**src/rtl/i2c_mon_pkg.sv**
```systemverilog
// Package: i2c_mon_pkg
// Shared sizes, command codes and state encoding for the I2C bus monitor.
// Assumes byte-wide frames followed by one acknowledge bit.
package i2c_mon_pkg;

    localparam int BYTE_W     = 8;
    localparam int FRAME_BITS = BYTE_W + 1;
    localparam int CNT_W      = $clog2(FRAME_BITS);
    localparam int CMD_W      = 3;

    typedef enum logic [CMD_W-1:0] {
        CMD_START     = 3'd0,
        CMD_RESTART   = 3'd1,
        CMD_ADDR_RD   = 3'd2,
        CMD_ADDR_WR   = 3'd3,
        CMD_DATA_RD   = 3'd4,
        CMD_DATA_WR   = 3'd5,
        CMD_STOP      = 3'd6
    } mon_cmd_e;

    typedef enum logic [1:0] {
        ST_IDLE = 2'd0,
        ST_ADDR = 2'd1,
        ST_DATA = 2'd2
    } mon_state_e;

endpackage

```
**src/rtl/i2c_mon_line_filter.sv**
```systemverilog
// Module: i2c_mon_line_filter
// Brings one asynchronous bus line into the clock domain with two flops, then
// lets the output follow only after the synchronized level has held steady for
// FILT_CYCLES consecutive clocks. Assumes the bus idles high, so reset sets the
// output high.
module i2c_mon_line_filter #(
    parameter int FILT_CYCLES = 4
) (
    input  logic clk,
    input  logic rst_n,
    input  logic line_i,
    output logic line_o
);

    localparam int FC_W = (FILT_CYCLES < 2) ? 1 : $clog2(FILT_CYCLES);

    logic            sync1_q;
    logic            sync2_q;
    logic [FC_W-1:0] stable_cnt_q;

    // Two-stage synchronizer against metastability.
    always_ff @(posedge clk) begin : p_sync
        if (!rst_n) begin
            sync1_q <= 1'b1;
            sync2_q <= 1'b1;
        end else begin
            sync1_q <= line_i;
            sync2_q <= sync1_q;
        end
    end

    // Accept a new level only after it has been seen for FILT_CYCLES clocks.
    always_ff @(posedge clk) begin : p_filter
        if (!rst_n) begin
            line_o       <= 1'b1;
            stable_cnt_q <= '0;
        end else if (sync2_q != line_o) begin
            if (stable_cnt_q == FC_W'(FILT_CYCLES - 1)) begin
                line_o       <= sync2_q;
                stable_cnt_q <= '0;
            end else begin
                stable_cnt_q <= stable_cnt_q + 1'b1;
            end
        end else begin
            stable_cnt_q <= '0;
        end
    end

endmodule

```
**src/rtl/i2c_mon_cond_detect.sv**
```systemverilog
// Module: i2c_mon_cond_detect
// Keeps the previous filtered levels of both lines and produces one-cycle
// pulses for a start, a stop and a clock rising edge. Assumes both inputs are
// already synchronous and glitch-free.
module i2c_mon_cond_detect (
    input  logic clk,
    input  logic rst_n,
    input  logic scl_f,
    input  logic sda_f,
    output logic start_p,
    output logic stop_p,
    output logic rise_p,
    output logic sda_d
);

    logic scl_prev_q;
    logic sda_prev_q;

    // Remember the previous levels to form the edge comparisons.
    always_ff @(posedge clk) begin : p_history
        if (!rst_n) begin
            scl_prev_q <= 1'b1;
            sda_prev_q <= 1'b1;
        end else begin
            scl_prev_q <= scl_f;
            sda_prev_q <= sda_f;
        end
    end

    // Register the condition pulses together with the sampled data level.
    always_ff @(posedge clk) begin : p_pulses
        if (!rst_n) begin
            start_p <= 1'b0;
            stop_p  <= 1'b0;
            rise_p  <= 1'b0;
            sda_d   <= 1'b1;
        end else begin
            start_p <= scl_f &  sda_prev_q & ~sda_f;
            stop_p  <= scl_f & ~sda_prev_q &  sda_f;
            rise_p  <= ~scl_prev_q & scl_f;
            sda_d   <= sda_f;
        end
    end

endmodule

```
**src/rtl/i2c_mon_frame_fsm.sv**
```systemverilog
// Module: i2c_mon_frame_fsm
// Three-state transaction tracker. It shifts in frame bits on clock rises,
// classifies each completed frame as address or data and as read or write,
// tells a first start from a repeated one, and drives the registered event
// record. Assumes at most one condition pulse per cycle has meaning: a start or
// stop takes priority over a clock rise.
module i2c_mon_frame_fsm
    import i2c_mon_pkg::*;
(
    input  logic              clk,
    input  logic              rst_n,
    input  logic              start_p,
    input  logic              stop_p,
    input  logic              rise_p,
    input  logic              sda_d,
    output logic              evt_valid,
    output logic [CMD_W-1:0]  evt_cmd,
    output logic [BYTE_W-1:0] evt_byte,
    output logic              evt_nack,
    output logic [BYTE_W-1:0] evt_raw
);

    localparam logic [CNT_W-1:0] LAST_BIT = CNT_W'(FRAME_BITS - 1);

    mon_state_e        state_q;
    logic [BYTE_W-1:0] shreg_q;
    logic [CNT_W-1:0]  bit_cnt_q;
    logic              repeat_q;
    logic              dir_rd_q;

    // Transaction state, frame assembly and event record generation.
    always_ff @(posedge clk) begin : p_track
        if (!rst_n) begin
            state_q   <= ST_IDLE;
            shreg_q   <= '0;
            bit_cnt_q <= '0;
            repeat_q  <= 1'b0;
            dir_rd_q  <= 1'b0;
            evt_valid <= 1'b0;
            evt_cmd   <= CMD_START;
            evt_byte  <= '0;
            evt_nack  <= 1'b0;
            evt_raw   <= '0;
        end else begin
            evt_valid <= 1'b0;
            if (start_p) begin
                evt_valid <= 1'b1;
                evt_cmd   <= repeat_q ? CMD_RESTART : CMD_START;
                evt_byte  <= '0;
                evt_nack  <= 1'b0;
                evt_raw   <= '0;
                state_q   <= ST_ADDR;
                shreg_q   <= '0;
                bit_cnt_q <= '0;
                repeat_q  <= 1'b1;
                dir_rd_q  <= 1'b0;
            end else if (stop_p && state_q != ST_IDLE) begin
                evt_valid <= 1'b1;
                evt_cmd   <= CMD_STOP;
                evt_byte  <= '0;
                evt_nack  <= 1'b0;
                evt_raw   <= '0;
                state_q   <= ST_IDLE;
                shreg_q   <= '0;
                bit_cnt_q <= '0;
                repeat_q  <= 1'b0;
                dir_rd_q  <= 1'b0;
            end else if (rise_p && state_q != ST_IDLE) begin
                if (bit_cnt_q == LAST_BIT) begin
                    evt_valid <= 1'b1;
                    evt_nack  <= sda_d;
                    evt_raw   <= shreg_q;
                    if (state_q == ST_ADDR) begin
                        evt_cmd  <= shreg_q[0] ? CMD_ADDR_RD : CMD_ADDR_WR;
                        evt_byte <= {1'b0, shreg_q[BYTE_W-1:1]};
                        dir_rd_q <= shreg_q[0];
                    end else begin
                        evt_cmd  <= dir_rd_q ? CMD_DATA_RD : CMD_DATA_WR;
                        evt_byte <= shreg_q;
                    end
                    state_q   <= ST_DATA;
                    shreg_q   <= '0;
                    bit_cnt_q <= '0;
                end else begin
                    shreg_q   <= {shreg_q[BYTE_W-2:0], sda_d};
                    bit_cnt_q <= bit_cnt_q + 1'b1;
                end
            end
        end
    end

endmodule

```
**src/rtl/i2c_txn_monitor.sv**
```systemverilog
// Module: i2c_txn_monitor
// Top of the passive I2C bus monitor. It filters both bus lines, detects
// conditions and clock edges, and tracks frames to produce one event record
// per bus occurrence. It never drives the bus. Assumes the system clock runs
// well above the bus clock, so that every bus phase outlasts FILT_CYCLES plus
// the synchronizer depth.
module i2c_txn_monitor
    import i2c_mon_pkg::*;
#(
    parameter int FILT_CYCLES = 4
) (
    input  logic              clk,
    input  logic              rst_n,
    input  logic              scl_i,
    input  logic              sda_i,
    output logic              evt_valid,
    output logic [CMD_W-1:0]  evt_cmd,
    output logic [BYTE_W-1:0] evt_byte,
    output logic              evt_nack,
    output logic [BYTE_W-1:0] evt_raw
);

    localparam int N_LINES = 2;

    logic [N_LINES-1:0] line_raw;
    logic [N_LINES-1:0] line_filt;
    logic               scl_filt;
    logic               sda_filt;
    logic               start_p;
    logic               stop_p;
    logic               rise_p;
    logic               sda_d;

    assign line_raw = {sda_i, scl_i};
    assign scl_filt = line_filt[0];
    assign sda_filt = line_filt[1];

    // One synchronizer and glitch filter per bus line.
    for (genvar g = 0; g < N_LINES; g++) begin : g_line
        i2c_mon_line_filter #(
            .FILT_CYCLES (FILT_CYCLES)
        ) i_filter (
            .clk    (clk),
            .rst_n  (rst_n),
            .line_i (line_raw[g]),
            .line_o (line_filt[g])
        );
    end

    i2c_mon_cond_detect i_detect (
        .clk     (clk),
        .rst_n   (rst_n),
        .scl_f   (scl_filt),
        .sda_f   (sda_filt),
        .start_p (start_p),
        .stop_p  (stop_p),
        .rise_p  (rise_p),
        .sda_d   (sda_d)
    );

    i2c_mon_frame_fsm i_fsm (
        .clk       (clk),
        .rst_n     (rst_n),
        .start_p   (start_p),
        .stop_p    (stop_p),
        .rise_p    (rise_p),
        .sda_d     (sda_d),
        .evt_valid (evt_valid),
        .evt_cmd   (evt_cmd),
        .evt_byte  (evt_byte),
        .evt_nack  (evt_nack),
        .evt_raw   (evt_raw)
    );

endmodule

```
**config.mk**
```make
export PLATFORM = sky130hd
export DESIGN_NAME = i2c_txn_monitor
export DESIGN_NICKNAME = d
export VERILOG_FILES = /design/src/rtl/i2c_mon_pkg.sv /design/src/rtl/i2c_mon_line_filter.sv /design/src/rtl/i2c_mon_cond_detect.sv /design/src/rtl/i2c_mon_frame_fsm.sv /design/src/rtl/i2c_txn_monitor.sv
export SDC_FILE = /design/constraint.sdc
export NUM_CORES = 1
export LEC_CHECK = 0
export BUFFER_PORTS_ARGS = -buffer_cell sky130_fd_sc_hd__buf_2
export CORE_ASPECT_RATIO = 1.75
export CORE_UTILIZATION = 55
export DETAILED_ROUTE_END_ITERATION = 6
export PLACE_DENSITY = 0.76
export SETUP_SLACK_MARGIN = 0.1
export SYNTH_ARGS = -nofsm -noshare
export SYNTH_HDL_FRONTEND = slang
export SYNTH_SLANG_ARGS = --single-unit
```
**constraint.sdc**
```tcl
create_clock -name clk -period 2.4 [get_ports clk]
set_clock_uncertainty 0.15 [all_clocks]
set_input_delay 0.24 -clock clk [delete_from_list [all_inputs] [get_ports clk]]
set_output_delay 0.24 -clock clk [all_outputs]
set_load 0.05 [all_outputs]
```
==> results.json <==
{
  "crit_path_dat_ps": 1930,
  "fillCellCount": 313,
  "placement.io_buffers": 24,
  "final-hold-violation-count": 0,
  "timing.fmax_ghz": 0.5343,
  "number_of_distinct_standard_cells_referenced_by_the_synthesized_netlist": 38,
  "post_cts_buffers": 0,
  "finalNetCount": 245,
  "drc": 0,
  "wire_per_inst_microns": 12.36,
  "clock_sinks": 52,
  "net-switching-power_mw": 0.2964,
  "synth_top_area_share_pct": 51.58,
  "timing.final.max_slew_violations": 0,
  "ys_seq_elements": 52,
  "synth_adder_area_share_pct": 2.480,
  "gr-total-overflow": 0,
  "share_seq_of_total_power_pct": 57.3,
  "synth-seq-area-share_pct": 51.58,
  "syn_area_per_cell_sq_um": 9.387,
  "synth_edf_count": 0,
  "p_per_cell_area_mw_per_mm2": 665.5,
  "total_clock_buffers_created_by_cts": 5,
  "cts.htree.levels": 2,
  "area_growth_pct": 12.71,
  "path_clk_slew_ps": 90,
  "synth_simple_gate_area_share_pct": 22.81,
  "track_usage_pct": 20.40,
  "startpoint_type": "flip-flop",
  "cp_data_required_time_ps": 2460,
  "origin_of_the_critical_flop_to_flop_path": "i_fsm.bit_cnt_q[0]$_SDFFE_PP0P_",
  "clk-insertion-delay-late_ps": 300,
  "ctsLongestPathBuffers": 2,
  "synth-xor-area-share_pct": 1.736,
  "comb_power_share_pct": 1.7,
  "criticalPathCategory": "flip-flop to flip-flop",
  "setup_viol": 0,
  "final_layout_size_suffix_gt1_share_pct": 18.49,
  "route.antenna.remaining_nets": 0,
  "ir_worst_vdd_mv": 0.6265,
  "postSynth.asyncResetShare_pct": 0,
  "design.die.area_sq_mm": 0.003925,
  "drt_first_iter_violations": 38,
  "place.gp.congestion": 0.8244,
  "mostFrequentLayoutCells": "52 x dfxtp_1, 44 x nand2_1, 24 x nor2_1, 24 x buf_2, 13 x a21oi_1",
  "total_length_of_routed_wires_microns": 3497,
  "leakage_nw": 0.8509,
  "count_of_cells_along_the_worst_register_to_register_path": 6,
  "drv_cap": 0,
  "hold_start": "rst_n",
  "fin_crit_ps": 1872,
  "finish.cell_count_without_fillers": 283,
  "main_combinational_cell_family_by_area_after_synthesis": "simple AND/OR/NAND/NOR gates",
  "switching_share_pct": 19.58,
  "power_report.internal_total_mw": 1.217,
  "grt_first_pass_wirelength_microns": 5706,
  "report.power.total_mw": 1.514,
  "syn-num-nets": 223,
  "die_h_microns": 82.14,
  "status": "finished, final reports clean",
  "timing.hold.worst_path_depth": 2,
  "slew_at_the_pin_with_the_worst_max_slew_slack_ps": 589.3,
  "grt_pass1_vias": 1314,
  "syn_inst": 215,
  "synthDominantAreaCellType": "dfxtp_1",
  "yosys_warnings": 0,
  "route.vias.total": 1494,
  "io_pins": 25,
  "tritoncts": "done",
  "die_w_microns": 47.79,
  "place_hpwl_microns": 2504,
  "grt_setup_unrepaired": "no",
  "synthFlopType": "dfxtp_1",
  "worst_hold_slack_ps": 111.0,
  "finish.instance_area_sq_mm": 0.002275,
  "initial_utilization_pct": 58.78,
  "worstSetupEndpointType": "flip-flop",
  "hold_end": "g_line[0].i_filter.line_o$_SDFFE_PN1P_",
  "placedInstanceArea_sq_mm": 0.002133,
  "dp_cells": 273,
  "timing.hold.worst.class": "input port to flip-flop",
  "r2r_end": "i_fsm.evt_byte[4]$_SDFFE_PP0P_",
  "holdBufCountCts": 2,
  "clock_power_share_pct": 41.0,
  "drt-vias-per-instance": 5.279,
  "rows": 28,
  "antenna_cells_inserted": 0,
  "core-area_sq_mm": 0.003433,
  "grt_max_degree": 28,
  "cts_resized": 0,
  "grt_antenna_before_repair": 0,
  "worst_setup_slack_for_register_to_register_paths_ps": 530,
  "synth_compound_area_share_pct": 15.62,
  "root_buffer": "clkbuf_8",
  "biggest_area_contributors_in_the_synthesized_netlist": "dfxtp_1 52%, nand2_1 8.2%, nor2_1 4.5%, a21oi_1 3.2%, a22oi_1 3.0%",
  "post_synth_mux_area_share_pct": 1.984,
  "worstPathMaxFanout": 27,
  "syn_area_sq_mm": 0.002018,
  "final_common_cell": "dfxtp_1",
  "timing.slew.headroom_pct": 60.63,
  "fin_setup_tns_ps": 0,
  "min_period_over_period_pct": 77.99,
  "detailedRoute.firstPassIterationCount": 4
}
-- cell usage after synthesis, types with 2 or more instances --
| cell type | count |
|---|---|
| dfxtp_1 | 52 |
| nand2_1 | 44 |
| nor2_1 | 24 |
| a21oi_1 | 13 |
| a22oi_1 | 8 |
| nand2b_1 | 7 |
| buf_2 | 6 |
| a311oi_1 | 5 |
| ha_1 | 4 |
| mux2i_1 | 4 |
| nor3b_1 | 4 |
| xnor2_1 | 4 |
| clkbuf_1 | 3 |
| o21ai_0 | 3 |
| a21boi_1 | 2 |
| a311oi_2 | 2 |
| and3_2 | 2 |
| buf_6 | 2 |
| inv_1 | 2 |
| nor2b_1 | 2 |
| nor3_1 | 2 |
| nor4b_1 | 2 |
| nor4bb_1 | 2 |
| o21a_1 | 2 |
-- power by group through the flow --
stage | logic (mW) | registers, mW | clock network, mW
floorplan | 0.0191 | 0.888 | 0
global placement | 0.0234 | 0.888 | 0
detailed placement | 0.0235 | 0.888 | 0
CTS | 0.0259 | 0.868 | 0.629
global route | 0.0281 | 0.869 | 0.663
finish | 0.0257 | 0.868 | 0.620
-- state kept, by name (all words and copies together) (netlist names) --
register	cells
i_fsm.evt_byte	8
i_fsm.bit_cnt_q	4
i_detect.sda_prev_q	1
i_fsm.evt_nack	1
g_line.i_filter.sync1_q	2
i_fsm.dir_rd_q	1
i_fsm.evt_cmd	3
g_line.i_filter.sync2_q	2
i_detect.rise_p	1
i_fsm.repeat_q	1
g_line.i_filter.stable_cnt_q	4
i_fsm.evt_valid	1
i_detect.scl_prev_q	1
i_fsm.shreg_q	8
i_fsm.state_q	2
i_fsm.evt_raw	8
g_line.i_filter.line_o	2
i_detect.stop_p	1
i_detect.start_p	1
-- how the worst max path moves through the flow --
stage | start | end | slack [ps] | depth (start not counted)
after floorplan | i_fsm.bit_cnt_q[0]$_SDFFE_PP0P_ | i_fsm.evt_byte[5]$_SDFFE_PP0P_ | 840 | 7
after global placement | i_fsm.bit_cnt_q[0]$_SDFFE_PP0P_ | i_fsm.evt_byte[1]$_SDFFE_PP0P_ | 600 | 6
after detailed placement | i_fsm.bit_cnt_q[0]$_SDFFE_PP0P_ | i_fsm.evt_byte[4]$_SDFFE_PP0P_ | 520 | 6
after CTS | i_fsm.bit_cnt_q[0]$_SDFFE_PP0P_ | i_fsm.evt_byte[4]$_SDFFE_PP0P_ | 500 | 6
after global routing | i_fsm.bit_cnt_q[0]$_SDFFE_PP0P_ | i_fsm.evt_byte[4]$_SDFFE_PP0P_ | 370 | 6
final | i_fsm.bit_cnt_q[0]$_SDFFE_PP0P_ | i_fsm.evt_byte[4]$_SDFFE_PP0P_ | 530 | 6
-- per-layer routing --
metal | global-route usage (%) | vias to the layer above | part of all wire (%)
met5 | 0 | - | 0
met1 | 22.68 | 691 | 42
met3 | 5.217 | 5 | 2.4
met2 | 35.54 | 25 | 54
li1 | - | 773 | -
met4 | 7.500 | 0 | 1.2
-- kinds of logic after synthesis --
logic type / Yosys count
xor+xnor: 4
buf+inv: 14
compound gates: 41
simple gates: 96
flops: 52
mux: 4
fa+ha+maj: 4
-- worst max-delay path, cell delays in order, from the launching register on --
cell and delay [ps]:
dfxtp_1 330, inv_1 100, ha_1 190, nand3b_1 150, nor2_4 510, nor2_1 90, a311oi_1 270
-- stage by stage --
step                util [%]  setup WS [ps]
floorplan                  -          837.9
global placement       62.14          595.5
detailed placement     62.14          522.8
CTS                    66.25          499.2
global route           66.25          369.7
finish                 66.25          528.3
-- cell type report --
| type | count | area (sq um) | area share (%) |
|---|---|---|---|
| Timing Repair Buffer | 27 | 147.6 | 6.491 |
| Multi-Input combinational cell | 149 | 900.9 | 39.60 |
| Clock buffer | 6 | 82.58 | 3.630 |
| Tap cell | 45 | 56.30 | 2.475 |
| Clock inverter | 2 | 38.79 | 1.705 |
| Inverter | 2 | 7.507 | 0.3300 |
| Sequential cell | 52 | 1041 | 45.76 |
Note: power is estimated with default switching activity, not from simulation.
